### src/rtl/psq_pkg.sv
package psq_pkg;

   localparam int CSR_W = 16;

   typedef enum logic [2:0] {
      SQ_IDLE     = 3'd0,
      SQ_V_FIRST  = 3'd1,
      SQ_F_SECOND = 3'd2,
      SQ_F_FIRST  = 3'd3,
      SQ_V_SECOND = 3'd4
   } sq_state_e;

   function automatic int psq_ratio_of(int p, int top, int step);
      return top - p * step;
   endfunction

   function automatic int psq_vid_of(int p, int top, int step, int floor_v);
      int v;
      v = top - p * step;
      return (v < floor_v) ? floor_v : v;
   endfunction

endpackage

### src/rtl/psq_op_table.sv
module psq_op_table
   import psq_pkg::*;
#(
   parameter int NUM_PS     = 8,
   parameter int PS_W       = 3,
   parameter int RATIO_W    = 8,
   parameter int VID_W      = 8,
   parameter int RATIO_TOP  = 35,
   parameter int RATIO_STEP = 3,
   parameter int VID_TOP    = 200,
   parameter int VID_STEP   = 10,
   parameter int VID_FLOOR  = 140
) (
   input  logic [PS_W-1:0]    idx,
   output logic [RATIO_W-1:0] ratio,
   output logic [VID_W-1:0]   vid
);

   logic [RATIO_W-1:0] ratio_tab [NUM_PS];
   logic [VID_W-1:0]   vid_tab   [NUM_PS];

   for (genvar g = 0; g < NUM_PS; g++) begin : g_ent
      localparam int RV = psq_ratio_of(g, RATIO_TOP, RATIO_STEP);
      localparam int VV = psq_vid_of(g, VID_TOP, VID_STEP, VID_FLOOR);
      assign ratio_tab[g] = RATIO_W'(RV);
      assign vid_tab[g]   = VID_W'(VV);
   end

   if (psq_ratio_of(NUM_PS - 1, RATIO_TOP, RATIO_STEP) < 1) begin : g_bad_ratio
      $error("psq_op_table: slowest state would have a ratio below 1");
   end
   if (RATIO_TOP >= (1 << RATIO_W) || VID_TOP >= (1 << VID_W)) begin : g_bad_width
      $error("psq_op_table: top ratio or voltage code does not fit");
   end
   if (VID_FLOOR > VID_TOP || VID_FLOOR < 0) begin : g_bad_floor
      $error("psq_op_table: voltage floor outside range");
   end

   assign ratio = ratio_tab[idx];
   assign vid   = vid_tab[idx];

endmodule

### src/rtl/psq_req_capture.sv
module psq_req_capture
   import psq_pkg::*;
#(
   parameter int NUM_PS    = 8,
   parameter int PS_W      = 3,
   parameter bit CLAMP_OOR = 1'b1
) (
   input  logic             clk,
   input  logic             rst_n,
   input  logic             core_active,
   input  logic             ctrl_we,
   input  logic [CSR_W-1:0] ctrl_wdata,
   input  logic             take,
   output logic [CSR_W-1:0] ctrl_q,
   output logic             pend_vld,
   output logic [PS_W-1:0]  pend_ps
);

   localparam logic [7:0]      LAST_FIELD = 8'(NUM_PS - 1);
   localparam logic [PS_W-1:0] LAST_PS    = PS_W'(NUM_PS - 1);

   logic            wr_ok;
   logic            in_range;
   logic            accept;
   logic [PS_W-1:0] ps_in;

   assign wr_ok    = ctrl_we && core_active;
   assign in_range = (ctrl_wdata[7:0] <= LAST_FIELD);

   if (CLAMP_OOR) begin : g_clamp
      assign accept = wr_ok;
      assign ps_in  = in_range ? ctrl_wdata[PS_W-1:0] : LAST_PS;
   end else begin : g_drop
      assign accept = wr_ok && in_range;
      assign ps_in  = ctrl_wdata[PS_W-1:0];
   end

   always_ff @(posedge clk) begin
      if (!rst_n) begin
         ctrl_q   <= '0;
         pend_vld <= 1'b0;
         pend_ps  <= '0;
      end else if (accept) begin
         ctrl_q   <= ctrl_wdata;
         pend_vld <= 1'b1;
         pend_ps  <= ps_in;
      end else if (take) begin
         pend_vld <= 1'b0;
      end
   end

   AST_IDLE_CORE_IGNORED: assert property (@(posedge clk) disable iff (!rst_n)
      (ctrl_we && !core_active) |=> $stable(ctrl_q));
   AST_PEND_IN_RANGE: assert property (@(posedge clk) disable iff (!rst_n)
      pend_vld |-> (pend_ps <= LAST_PS));
   AST_LATEST_KEPT: assert property (@(posedge clk) disable iff (!rst_n)
      (wr_ok && in_range) |=> (pend_vld && pend_ps == $past(ctrl_wdata[PS_W-1:0])));

endmodule

### src/rtl/psq_step_engine.sv
module psq_step_engine
   import psq_pkg::*;
#(
   parameter int PS_W      = 3,
   parameter int RATIO_W   = 8,
   parameter int VID_W     = 8,
   parameter int RESET_PS  = 7,
   parameter int RST_RATIO = 14,
   parameter int RST_VID   = 140
) (
   input  logic               clk,
   input  logic               rst_n,
   input  logic               pend_vld,
   input  logic [PS_W-1:0]    pend_ps,
   input  logic [RATIO_W-1:0] lk_ratio,
   input  logic [VID_W-1:0]   lk_vid,
   input  logic               vr_ack,
   input  logic               pll_lock,
   output logic [PS_W-1:0]    lk_ps,
   output logic               take,
   output logic               vr_req,
   output logic [VID_W-1:0]   vr_vid,
   output logic               pll_req,
   output logic [RATIO_W-1:0] pll_ratio,
   output logic [PS_W-1:0]    cur_ps
);

   sq_state_e       state;
   logic [PS_W-1:0] tgt_ps;

   assign lk_ps = (state == SQ_IDLE) ? pend_ps : tgt_ps;
   assign take  = (state == SQ_IDLE) && pend_vld;

   always_ff @(posedge clk) begin
      if (!rst_n) begin
         state     <= SQ_IDLE;
         cur_ps    <= PS_W'(RESET_PS);
         tgt_ps    <= PS_W'(RESET_PS);
         vr_req    <= 1'b0;
         vr_vid    <= VID_W'(RST_VID);
         pll_req   <= 1'b0;
         pll_ratio <= RATIO_W'(RST_RATIO);
      end else begin
         case (state)
            SQ_IDLE: begin
               if (pend_vld) begin
                  tgt_ps <= pend_ps;
                  if (pend_ps < cur_ps) begin
                     state  <= SQ_V_FIRST;
                     vr_req <= 1'b1;
                     vr_vid <= lk_vid;
                  end else if (pend_ps > cur_ps) begin
                     state     <= SQ_F_FIRST;
                     pll_req   <= 1'b1;
                     pll_ratio <= lk_ratio;
                  end
               end
            end
            SQ_V_FIRST: begin
               if (vr_ack) begin
                  vr_req    <= 1'b0;
                  pll_req   <= 1'b1;
                  pll_ratio <= lk_ratio;
                  state     <= SQ_F_SECOND;
               end
            end
            SQ_F_SECOND: begin
               if (pll_lock) begin
                  pll_req <= 1'b0;
                  cur_ps  <= tgt_ps;
                  state   <= SQ_IDLE;
               end
            end
            SQ_F_FIRST: begin
               if (pll_lock) begin
                  pll_req <= 1'b0;
                  vr_req  <= 1'b1;
                  vr_vid  <= lk_vid;
                  state   <= SQ_V_SECOND;
               end
            end
            SQ_V_SECOND: begin
               if (vr_ack) begin
                  vr_req <= 1'b0;
                  cur_ps <= tgt_ps;
                  state  <= SQ_IDLE;
               end
            end
            default: state <= SQ_IDLE;
         endcase
      end
   end

   AST_VR_HELD: assert property (@(posedge clk) disable iff (!rst_n)
      (vr_req && !vr_ack) |=> (vr_req && $stable(vr_vid)));
   AST_PLL_HELD: assert property (@(posedge clk) disable iff (!rst_n)
      (pll_req && !pll_lock) |=> (pll_req && $stable(pll_ratio)));
   AST_ONE_STEP: assert property (@(posedge clk) disable iff (!rst_n)
      !(vr_req && pll_req));
   AST_RAISE_ORDER: assert property (@(posedge clk) disable iff (!rst_n)
      ($rose(pll_req) && tgt_ps < cur_ps) |-> $past(vr_ack));
   AST_LOWER_ORDER: assert property (@(posedge clk) disable iff (!rst_n)
      ($rose(vr_req) && tgt_ps > cur_ps) |-> $past(pll_lock));
   AST_COMMIT_ON_DONE: assert property (@(posedge clk) disable iff (!rst_n)
      !$stable(cur_ps) |-> $past(vr_ack || pll_lock));
   AST_SAME_NO_STEP: assert property (@(posedge clk) disable iff (!rst_n)
      (state == SQ_IDLE && pend_vld && pend_ps == cur_ps) |=> (!vr_req && !pll_req));

endmodule

### src/rtl/perf_state_sequencer.sv
module perf_state_sequencer
   import psq_pkg::*;
#(
   parameter int NUM_PS     = 8,
   parameter int RATIO_W    = 8,
   parameter int VID_W      = 8,
   parameter int RATIO_TOP  = 35,
   parameter int RATIO_STEP = 3,
   parameter int VID_TOP    = 200,
   parameter int VID_STEP   = 10,
   parameter int VID_FLOOR  = 140,
   parameter int RESET_PS   = NUM_PS - 1,
   parameter bit CLAMP_OOR  = 1'b1
) (
   input  logic               clk,
   input  logic               rst_n,
   input  logic               core_active,
   input  logic               ctrl_we,
   input  logic [15:0]        ctrl_wdata,
   output logic [15:0]        ctrl_rdata,
   output logic [15:0]        stat_rdata,
   output logic               vr_req,
   output logic [VID_W-1:0]   vr_vid,
   input  logic               vr_ack,
   output logic               pll_req,
   output logic [RATIO_W-1:0] pll_ratio,
   input  logic               pll_lock
);

   localparam int PS_W      = (NUM_PS > 1) ? $clog2(NUM_PS) : 1;
   localparam int RST_RATIO = psq_ratio_of(RESET_PS, RATIO_TOP, RATIO_STEP);
   localparam int RST_VID   = psq_vid_of(RESET_PS, VID_TOP, VID_STEP, VID_FLOOR);

   if (NUM_PS < 2 || NUM_PS > 256) begin : g_bad_count
      $error("perf_state_sequencer: state count must be 2..256");
   end
   if (RESET_PS < 0 || RESET_PS >= NUM_PS) begin : g_bad_reset
      $error("perf_state_sequencer: reset state out of range");
   end
   if (RATIO_W > 8) begin : g_bad_rw
      $error("perf_state_sequencer: ratio must fit the status byte");
   end

   logic [PS_W-1:0]    pend_ps;
   logic               pend_vld;
   logic               take;
   logic [PS_W-1:0]    lk_ps;
   logic [RATIO_W-1:0] lk_ratio;
   logic [VID_W-1:0]   lk_vid;
   logic [PS_W-1:0]    cur_ps;
   logic [RATIO_W-1:0] cur_ratio;
   logic [VID_W-1:0]   cur_vid_unused;

   psq_req_capture #(
      .NUM_PS(NUM_PS), .PS_W(PS_W), .CLAMP_OOR(CLAMP_OOR)
   ) i_capture (
      .clk(clk), .rst_n(rst_n), .core_active(core_active),
      .ctrl_we(ctrl_we), .ctrl_wdata(ctrl_wdata), .take(take),
      .ctrl_q(ctrl_rdata), .pend_vld(pend_vld), .pend_ps(pend_ps)
   );

   psq_op_table #(
      .NUM_PS(NUM_PS), .PS_W(PS_W), .RATIO_W(RATIO_W), .VID_W(VID_W),
      .RATIO_TOP(RATIO_TOP), .RATIO_STEP(RATIO_STEP),
      .VID_TOP(VID_TOP), .VID_STEP(VID_STEP), .VID_FLOOR(VID_FLOOR)
   ) i_tgt_table (
      .idx(lk_ps), .ratio(lk_ratio), .vid(lk_vid)
   );

   psq_op_table #(
      .NUM_PS(NUM_PS), .PS_W(PS_W), .RATIO_W(RATIO_W), .VID_W(VID_W),
      .RATIO_TOP(RATIO_TOP), .RATIO_STEP(RATIO_STEP),
      .VID_TOP(VID_TOP), .VID_STEP(VID_STEP), .VID_FLOOR(VID_FLOOR)
   ) i_cur_table (
      .idx(cur_ps), .ratio(cur_ratio), .vid(cur_vid_unused)
   );

   psq_step_engine #(
      .PS_W(PS_W), .RATIO_W(RATIO_W), .VID_W(VID_W),
      .RESET_PS(RESET_PS), .RST_RATIO(RST_RATIO), .RST_VID(RST_VID)
   ) i_engine (
      .clk(clk), .rst_n(rst_n), .pend_vld(pend_vld), .pend_ps(pend_ps),
      .lk_ratio(lk_ratio), .lk_vid(lk_vid), .vr_ack(vr_ack), .pll_lock(pll_lock),
      .lk_ps(lk_ps), .take(take), .vr_req(vr_req), .vr_vid(vr_vid),
      .pll_req(pll_req), .pll_ratio(pll_ratio), .cur_ps(cur_ps)
   );

   assign stat_rdata = {8'(cur_ratio), 8'(cur_ps)};

   AST_STATUS_MATCHES_PLL: assert property (@(posedge clk) disable iff (!rst_n)
      (!vr_req && !pll_req && !pend_vld) |-> (stat_rdata[15:8] == 8'(pll_ratio)));

endmodule

### config.mk
export PLATFORM = sky130hd
export DESIGN_NAME = perf_state_sequencer
export DESIGN_NICKNAME = d
export VERILOG_FILES = /design/src/rtl/psq_pkg.sv /design/src/rtl/psq_op_table.sv /design/src/rtl/psq_req_capture.sv /design/src/rtl/psq_step_engine.sv /design/src/rtl/perf_state_sequencer.sv
export SDC_FILE = /design/constraint.sdc
export NUM_CORES = 1
export LEC_CHECK = 0
export BUFFER_PORTS_ARGS = -buffer_cell sky130_fd_sc_hd__clkbuf_2
export CORE_AREA = 2 2 69 71
export DETAILED_ROUTE_END_ITERATION = 12
export DIE_AREA = 0 0 71 73
export GPL_ROUTABILITY_DRIVEN = 0
export GPL_TIMING_DRIVEN = 0
export PLACE_DENSITY = 0.78
export SLEW_MARGIN = 0
export SYNTH_ARGS = -nofsm -noshare
export SYNTH_HDL_FRONTEND = slang
export SYNTH_SLANG_ARGS = --single-unit
export TNS_END_PERCENT = 10
### constraint.sdc
create_clock -name clk -period 2.5 [get_ports clk]
set_input_delay 0.5 -clock clk [delete_from_list [all_inputs] [get_ports clk]]
set_output_delay 0.5 -clock clk [all_outputs]
set_load 0.02 [all_outputs]
==> results of run 1 <==
[where the power goes]
group          leakage, nW  total (mW)  switching, mW  internal, mW
Sequential           0.351       0.776         0.0410         0.735
Clock               0.0402       0.443          0.249         0.194
Combinational        0.837       0.477          0.292         0.185
[per-layer routing]
metal | global-route usage [%] | vias up
li1 | - | 987
met1 | 24.08 | 848
met2 | 31.98 | 68
met3 | 6.077 | 10
met4 | 8.176 | 0
met5 | 0 | -
[registers in the layout (all words and copies together), names as in the netlist]
name and flops:
i_engine.vr_vid 6, i_engine.tgt_ps 3, i_capture.ctrl_q 16, i_engine.vr_req 1
i_engine.cur_ps 3, i_capture.pend_vld 1, i_engine.state 3, i_engine.pll_ratio 6
i_engine.pll_req 1, i_capture.pend_ps 3
[worst register-to-register path: cells and delay by family, from the launching register on]
kind	cells	cell delay [ns]
adders and majority gates	1	0.23
AOI/OAI and AO/OA	2	0.27
muxes	1	0.41
and+or+nand+nor	1	0.31
DFF	1	0.31
buffers and inverters	3	0.51
[cell families after synthesis]
kind of cell               synth area share, %
AOI/OAI and AO/OA                        16.60
adders and majority gates                9.020
buffers and inverters                    7.938
DFF                                      41.37
muxes                                    4.149
other                                   0.3609
and+or+nand+nor                          20.57
[final cells by class]
type / instances / share of cell area, %
multi-input combinational: 187 / 42.34
sequential: 43 / 33.48
timing repair buffer: 60 / 11.68
buffer: 22 / 5.109
clock buffer: 5 / 2.676
tap: 54 / 2.628
inverter: 9 / 1.314
clock inverter: 3 / 0.7786
[Yosys cell counts (3+ instances only)]
master,count,area share (%)
ha_1,15,9.0
a21oi_1,26,6.3
nand3_1,8,1.9
nor2b_1,4,1.2
nor2_1,10,1.8
buf_2,3,0.72
buf_4,12,4.3
dfxtp_1,43,41
o211ai_1,7,2.5
nand2_1,62,11
o21ai_0,4,0.96
o21ai_1,3,0.72
clkbuf_1,7,1.3
inv_1,9,1.6
a31oi_1,4,1.2
nor3_1,3,0.72
mux2i_1,5,2.4
[worst min path at each step]
stage	startpoint	end	slack [ns]	depth (start not counted)
after global routing	ctrl_wdata[11]	i_capture.ctrl_q[11]$_SDFFE_PN0P_	0.41	3
after global placement	i_capture.ctrl_q[15]$_SDFFE_PN0P_	i_capture.ctrl_q[15]$_SDFFE_PN0P_	0.44	2
after floorplan	i_engine.tgt_ps[2]$_SDFFE_PN1P_	i_engine.tgt_ps[2]$_SDFFE_PN1P_	0.47	2
after detailed placement	i_engine.pll_ratio[0]$_SDFFE_PN0P_	i_engine.pll_ratio[0]$_SDFFE_PN0P_	0.45	2
after CTS	ctrl_wdata[12]	i_capture.ctrl_q[12]$_SDFFE_PN0P_	0.40	3
final	ctrl_wdata[12]	i_capture.ctrl_q[12]$_SDFFE_PN0P_	0.41	3
[per-stage QoR]
stage | instances | power, mW | worst slack [ns]
after floorplan | 261 | 1.140 | 0.4928
after global placement | 375 | 1.255 | 0.3913
after detailed placement | 375 | 1.268 | 0.3583
after CTS | 383 | 1.708 | 0.3312
after global routing | 383 | 1.802 | 0.1401
final | 383 | 1.697 | 0.3321
==> impl_metrics.json, run 1 <==
{
  "timing.final.hold_violations": 0,
  "highest_layer": "met4",
  "fin_nets": 365,
  "antenna_found_initial": 0,
  "vdd_ir_drop_max_uv": 334.5,
  "yosysUniqueCellTypes": 39,
  "layout_commonest_cell": "nand2_1",
  "synth_seq_cells": 43,
  "path_max_fanout": 9,
  "syn2layout_area_growth_pct": 23.57,
  "clockBufferDepth": 2,
  "die_h_um": 73,
  "num_rows": 25,
  "vias": 1913,
  "critPathTopFamily": "buffers and inverters",
  "reg2reg_depth": 8,
  "via_per_inst": 4.995,
  "worstSkewPairLatency_ns": 0.30,
  "clk_pin_slew_ns": 0.09,
  "ant_nets": 0,
  "yosys_most_used_dff": "dfxtp_1",
  "routed_wl_um": 4623,
  "syn_area_mm2": 0.002081,
  "endpoint_kind": "flop",
  "grtUsageTotal_pct": 19.59,
  "endpoint": "i_engine.vr_vid[1]$_SDFFE_PN0P_",
  "cp.arrival_ns": 2.33,
  "layout_common_cells": "nand2_1, clkbuf_2, dfxtp_1",
  "synth-seq-area-share_pct": 41.37,
  "postLayoutCoreUtil_pct": 56.69,
  "hold_class": "in2reg",
  "finClkSkew_ns": 0.007428,
  "wl_met2_um": 2120,
  "outcome": "finished, final reports clean",
  "cp_slowest_stage_delay_ns": 0.41,
  "wl_per_cell_um": 12.07,
  "yosys_warnings": 0,
  "power_density_mw_per_mm2": 659.8,
  "period_share_pct": 86.72,
  "cts_buffers": 5,
  "crit_chain": "buf_2 > or3_1 > buf_2 > mux2i_2 > inv_1 > ha_1 > o211ai_1 > a21oi_1",
  "r2r-end": "i_engine.vr_vid[1]$_SDFFE_PN0P_",
  "grt_pass1_vias": 1836,
  "num_io_pins": 72,
  "grt_max_degree": 15,
  "cap_viol_max_count": 0,
  "synth-edff-count": 0,
  "drt-initial-drc-count": 82,
  "timing.fmax_ghz": 0.4613,
  "first_pass_iters": 4,
  "synthCells": 252,
  "htreeDepth": 2,
  "avgSynthCellArea_um2": 8.257,
  "crit_start": "i_engine.state[1]$_SDFFE_PN0P_",
  "hold_buffers": 0,
  "hpwlAfterDp_um": 3564,
  "path_depth": 8,
  "synth-async-reset-ratio_pct": 0,
  "rsz0062_at_grt": "no",
  "cts_setup_buffers": 0,
  "dr_wl_met3_um": 327,
  "m1WireLength_um": 2065,
  "layout_min_cycle_time_ns": 2.168,
  "cts_resized": 0,
  "cts_sinks": 43,
  "drive_gt1_share_pct": 26.75,
  "crit_path_top_delay_cell": "mux2i_2",
  "power.leakage_nw": 1.228,
  "placed_area_mm2": 0.002482,
  "io_buffer_count": 60,
  "setup-violations-final": 0,
  "gr-total-overflow": 0,
  "nFillCells": 418,
  "drv_slew": 0,
  "die_width_um": 71,
  "coreArea_mm2": 0.004536,
  "cp_num_buf_inv": 3,
  "drc_errors": 0,
  "crit_path_frequent_cell": "buf_2",
  "setup_tns_ns": 0,
  "cts_tree": "built",
  "regArea_um2": 860.8,
  "start_util_pct": 45.88,
  "antenna_cells": 0,
  "die-area_mm2": 0.005183,
  "worstPathRequired_ns": 2.67,
  "multi_input_comb_area_mm2": 0.001089,
  "hold_ws_ns": 0.4112,
  "rrSetupSlack_ns": 0.33,
  "rr_startpoint": "i_engine.state[1]$_SDFFE_PN0P_",
  "crit_type": "reg2reg",
  "postLayoutCellArea_mm2": 0.002571,
  "startpoint_type": "flop",
  "grt_pass1_wl_um": 8066,
  "cts-root-buf": "clkbuf_8"
}
No activity file was read; power rests on OpenSTA's default activity.
==> inputs of run 2 (changes only) <==
--- a/config.mk
+++ b/config.mk
@@ -6,9 +6,9 @@
 export NUM_CORES = 1
 export LEC_CHECK = 0
 export BUFFER_PORTS_ARGS = -buffer_cell sky130_fd_sc_hd__clkbuf_2
-export CORE_AREA = 2 2 69 71
+export CORE_AREA = 2 2 53 92
 export DETAILED_ROUTE_END_ITERATION = 12
-export DIE_AREA = 0 0 71 73
+export DIE_AREA = 0 0 55 94
 export GPL_ROUTABILITY_DRIVEN = 0
 export GPL_TIMING_DRIVEN = 0
 export PLACE_DENSITY = 0.78
==> run 2 against run 1 <==
Critical endpoint unchanged. Clock skew increased by 0.0017 ns. Combinational power about the same. Final cell count decreased by 0.78%. Critical path type unchanged. Worst hold slack improved by 0.0084 ns. Utilization increased by 1.4 points.
==> impl_metrics.json, run 2 (synthesis gave the netlist of run 1 again) <==
{
  "worstSkewPairLatency_ns": 0.30,
  "grt_pass1_vias": 1809,
  "cts_resized": 0,
  "slew-limit-headroom_pct": 66.84,
  "period_share_pct": 87.84,
  "start_util_pct": 47.24,
  "drc_errors": 0,
  "rsz0062_at_grt": "no",
  "drv_slew": 0,
  "num_rows": 32,
  "timing.fmax_ghz": 0.4554,
  "crit_type": "reg2reg",
  "htreeDepth": 2,
  "cap_viol_max_count": 0,
  "reg_top3": "i_capture.ctrl_q (16), i_engine.pll_ratio (6), i_engine.vr_vid (6)",
  "nFillCells": 431,
  "hold_buffers": 0,
  "antenna_found_initial": 0,
  "hpwlAfterDp_um": 3638,
  "cts_buffers": 5,
  "cts_setup_buffers": 0,
  "tightest_slew_ns": 0.4878,
  "syn2layout_area_growth_pct": 23.03,
  "setup-violations-final": 0,
  "crit_path_top_delay_cell": "mux2i_2",
  "hold_class": "in2reg",
  "grtUsageTotal_pct": 19.64,
  "power_mw": 1.678,
  "first_pass_iters": 4,
  "die_width_um": 55,
  "antenna_cells": 0,
  "vias": 1888,
  "cp.arrival_ns": 2.35,
  "timing.final.hold_violations": 0,
  "die-area_mm2": 0.005170,
  "cts-root-buf": "clkbuf_8",
  "placed_area_mm2": 0.002479,
  "startpoint_type": "flop",
  "crit_path_frequent_cell": "buf_2",
  "postLayoutCoreUtil_pct": 58.13,
  "postLayoutCellArea_mm2": 0.002560,
  "cts_sinks": 43,
  "power_density_mw_per_mm2": 655.4,
  "pre_cts_ws_ns": 0.2959,
  "clockBufferDepth": 2,
  "clk_pin_slew_ns": 0.08,
  "setup_tns_ns": 0,
  "ant_nets": 0,
  "grt_max_degree": 13,
  "top_register": "i_capture.ctrl_q",
  "grt_pass1_wl_um": 7603,
  "worstPathRequired_ns": 2.66,
  "path_max_fanout": 9,
  "cts_tree": "built",
  "endpoint_kind": "flop",
  "cp_slowest_stage_delay_ns": 0.44,
  "coreArea_mm2": 0.004404,
  "crit_chain": "buf_2 > or3_1 > buf_2 > mux2i_2 > inv_1 > ha_1 > o211ai_1 > a21oi_1",
  "final_cells": 380,
  "io_buffer_count": 60,
  "power.leakage_nw": 1.230,
  "via_per_inst": 4.968,
  "largest_register_ffs": 16,
  "place_inst": 372,
  "finClkSkew_ns": 0.009097,
  "vdd_ir_drop_max_uv": 487.3,
  "die_h_um": 94,
  "gr-total-overflow": 0,
  "wl_per_cell_um": 12.02,
  "drive_gt1_share_pct": 26.14,
  "drt-initial-drc-count": 22,
  "fin_nets": 365,
  "outcome": "finished, final reports clean",
  "fin_ws_ns": 0.3041,
  "layout_common_cells": "nand2_1, clkbuf_2, dfxtp_1",
  "layout_commonest_cell": "nand2_1",
  "num_io_pins": 72,
  "hold_ws_ns": 0.4196,
  "layout_min_cycle_time_ns": 2.196,
  "routed_wl_um": 4567
}
[run 2: changes by cell type in the layout (fill, tap and decap cells not counted), sizes merged]
cell	delta
clkinvlp	-2
clkbuf	+2
[run 2: path summary, 6_finish.rpt]
path | slack [ns] | cells after the start | endpoint | startpoint
setup / recovery | 0.30 | 8 | i_engine.vr_vid[1]$_SDFFE_PN0P_ | i_engine.state[1]$_SDFFE_PN0P_
hold / removal | 0.42 | 3 | i_capture.ctrl_q[13]$_SDFFE_PN0P_ | ctrl_wdata[13]
setup reg to reg | 0.30 | 8 | i_engine.vr_vid[1]$_SDFFE_PN0P_ | i_engine.state[1]$_SDFFE_PN0P_
hold reg to reg | 0.46 | 2 | i_capture.ctrl_q[13]$_SDFFE_PN0P_ | i_capture.ctrl_q[13]$_SDFFE_PN0P_
[run 2: per-layer routing]
metal / track usage (%) / share of wire (%) / vias up
li1: - / - / 982
met1: 20.78 / 39 / 837
met2: 34.82 / 53 / 59
met3: 3.822 / 5.7 / 10
met4: 9.553 / 2.5 / 0
met5: 0 / 0 / -
[run 2: area by class of cell]
cell class                 instances  area (µm²)  share of cell area, %
buffer                            22       131.4                  5.132
sequential                        43       860.8                  33.63
clock buffer                       7       76.32                  2.981
timing repair buffer              60       300.3                  11.73
clock inverter                     1       5.005                 0.1955
tap                               51       63.81                  2.493
inverter                           9       33.78                  1.320
multi-input combinational        187        1089                  42.52
[run 2: worst max-delay path, delay by kind of cell, from the launching register on]
kind | cells | cell delay, ns
AO/OA/AOI/OAI | 2 | 0.27
buffers and inverters | 3 | 0.50
flip-flops | 1 | 0.30
multiplexers | 1 | 0.44
adder cells (fa/ha/maj) | 1 | 0.23
AND/OR/NAND/NOR | 1 | 0.31
[run 2: power breakdown]
group / internal [mW] / switching (mW) / leakage [nW]
Clock: 0.196 / 0.229 / 0.0422
Combinational: 0.185 / 0.294 / 0.837
Sequential: 0.736 / 0.0388 / 0.351
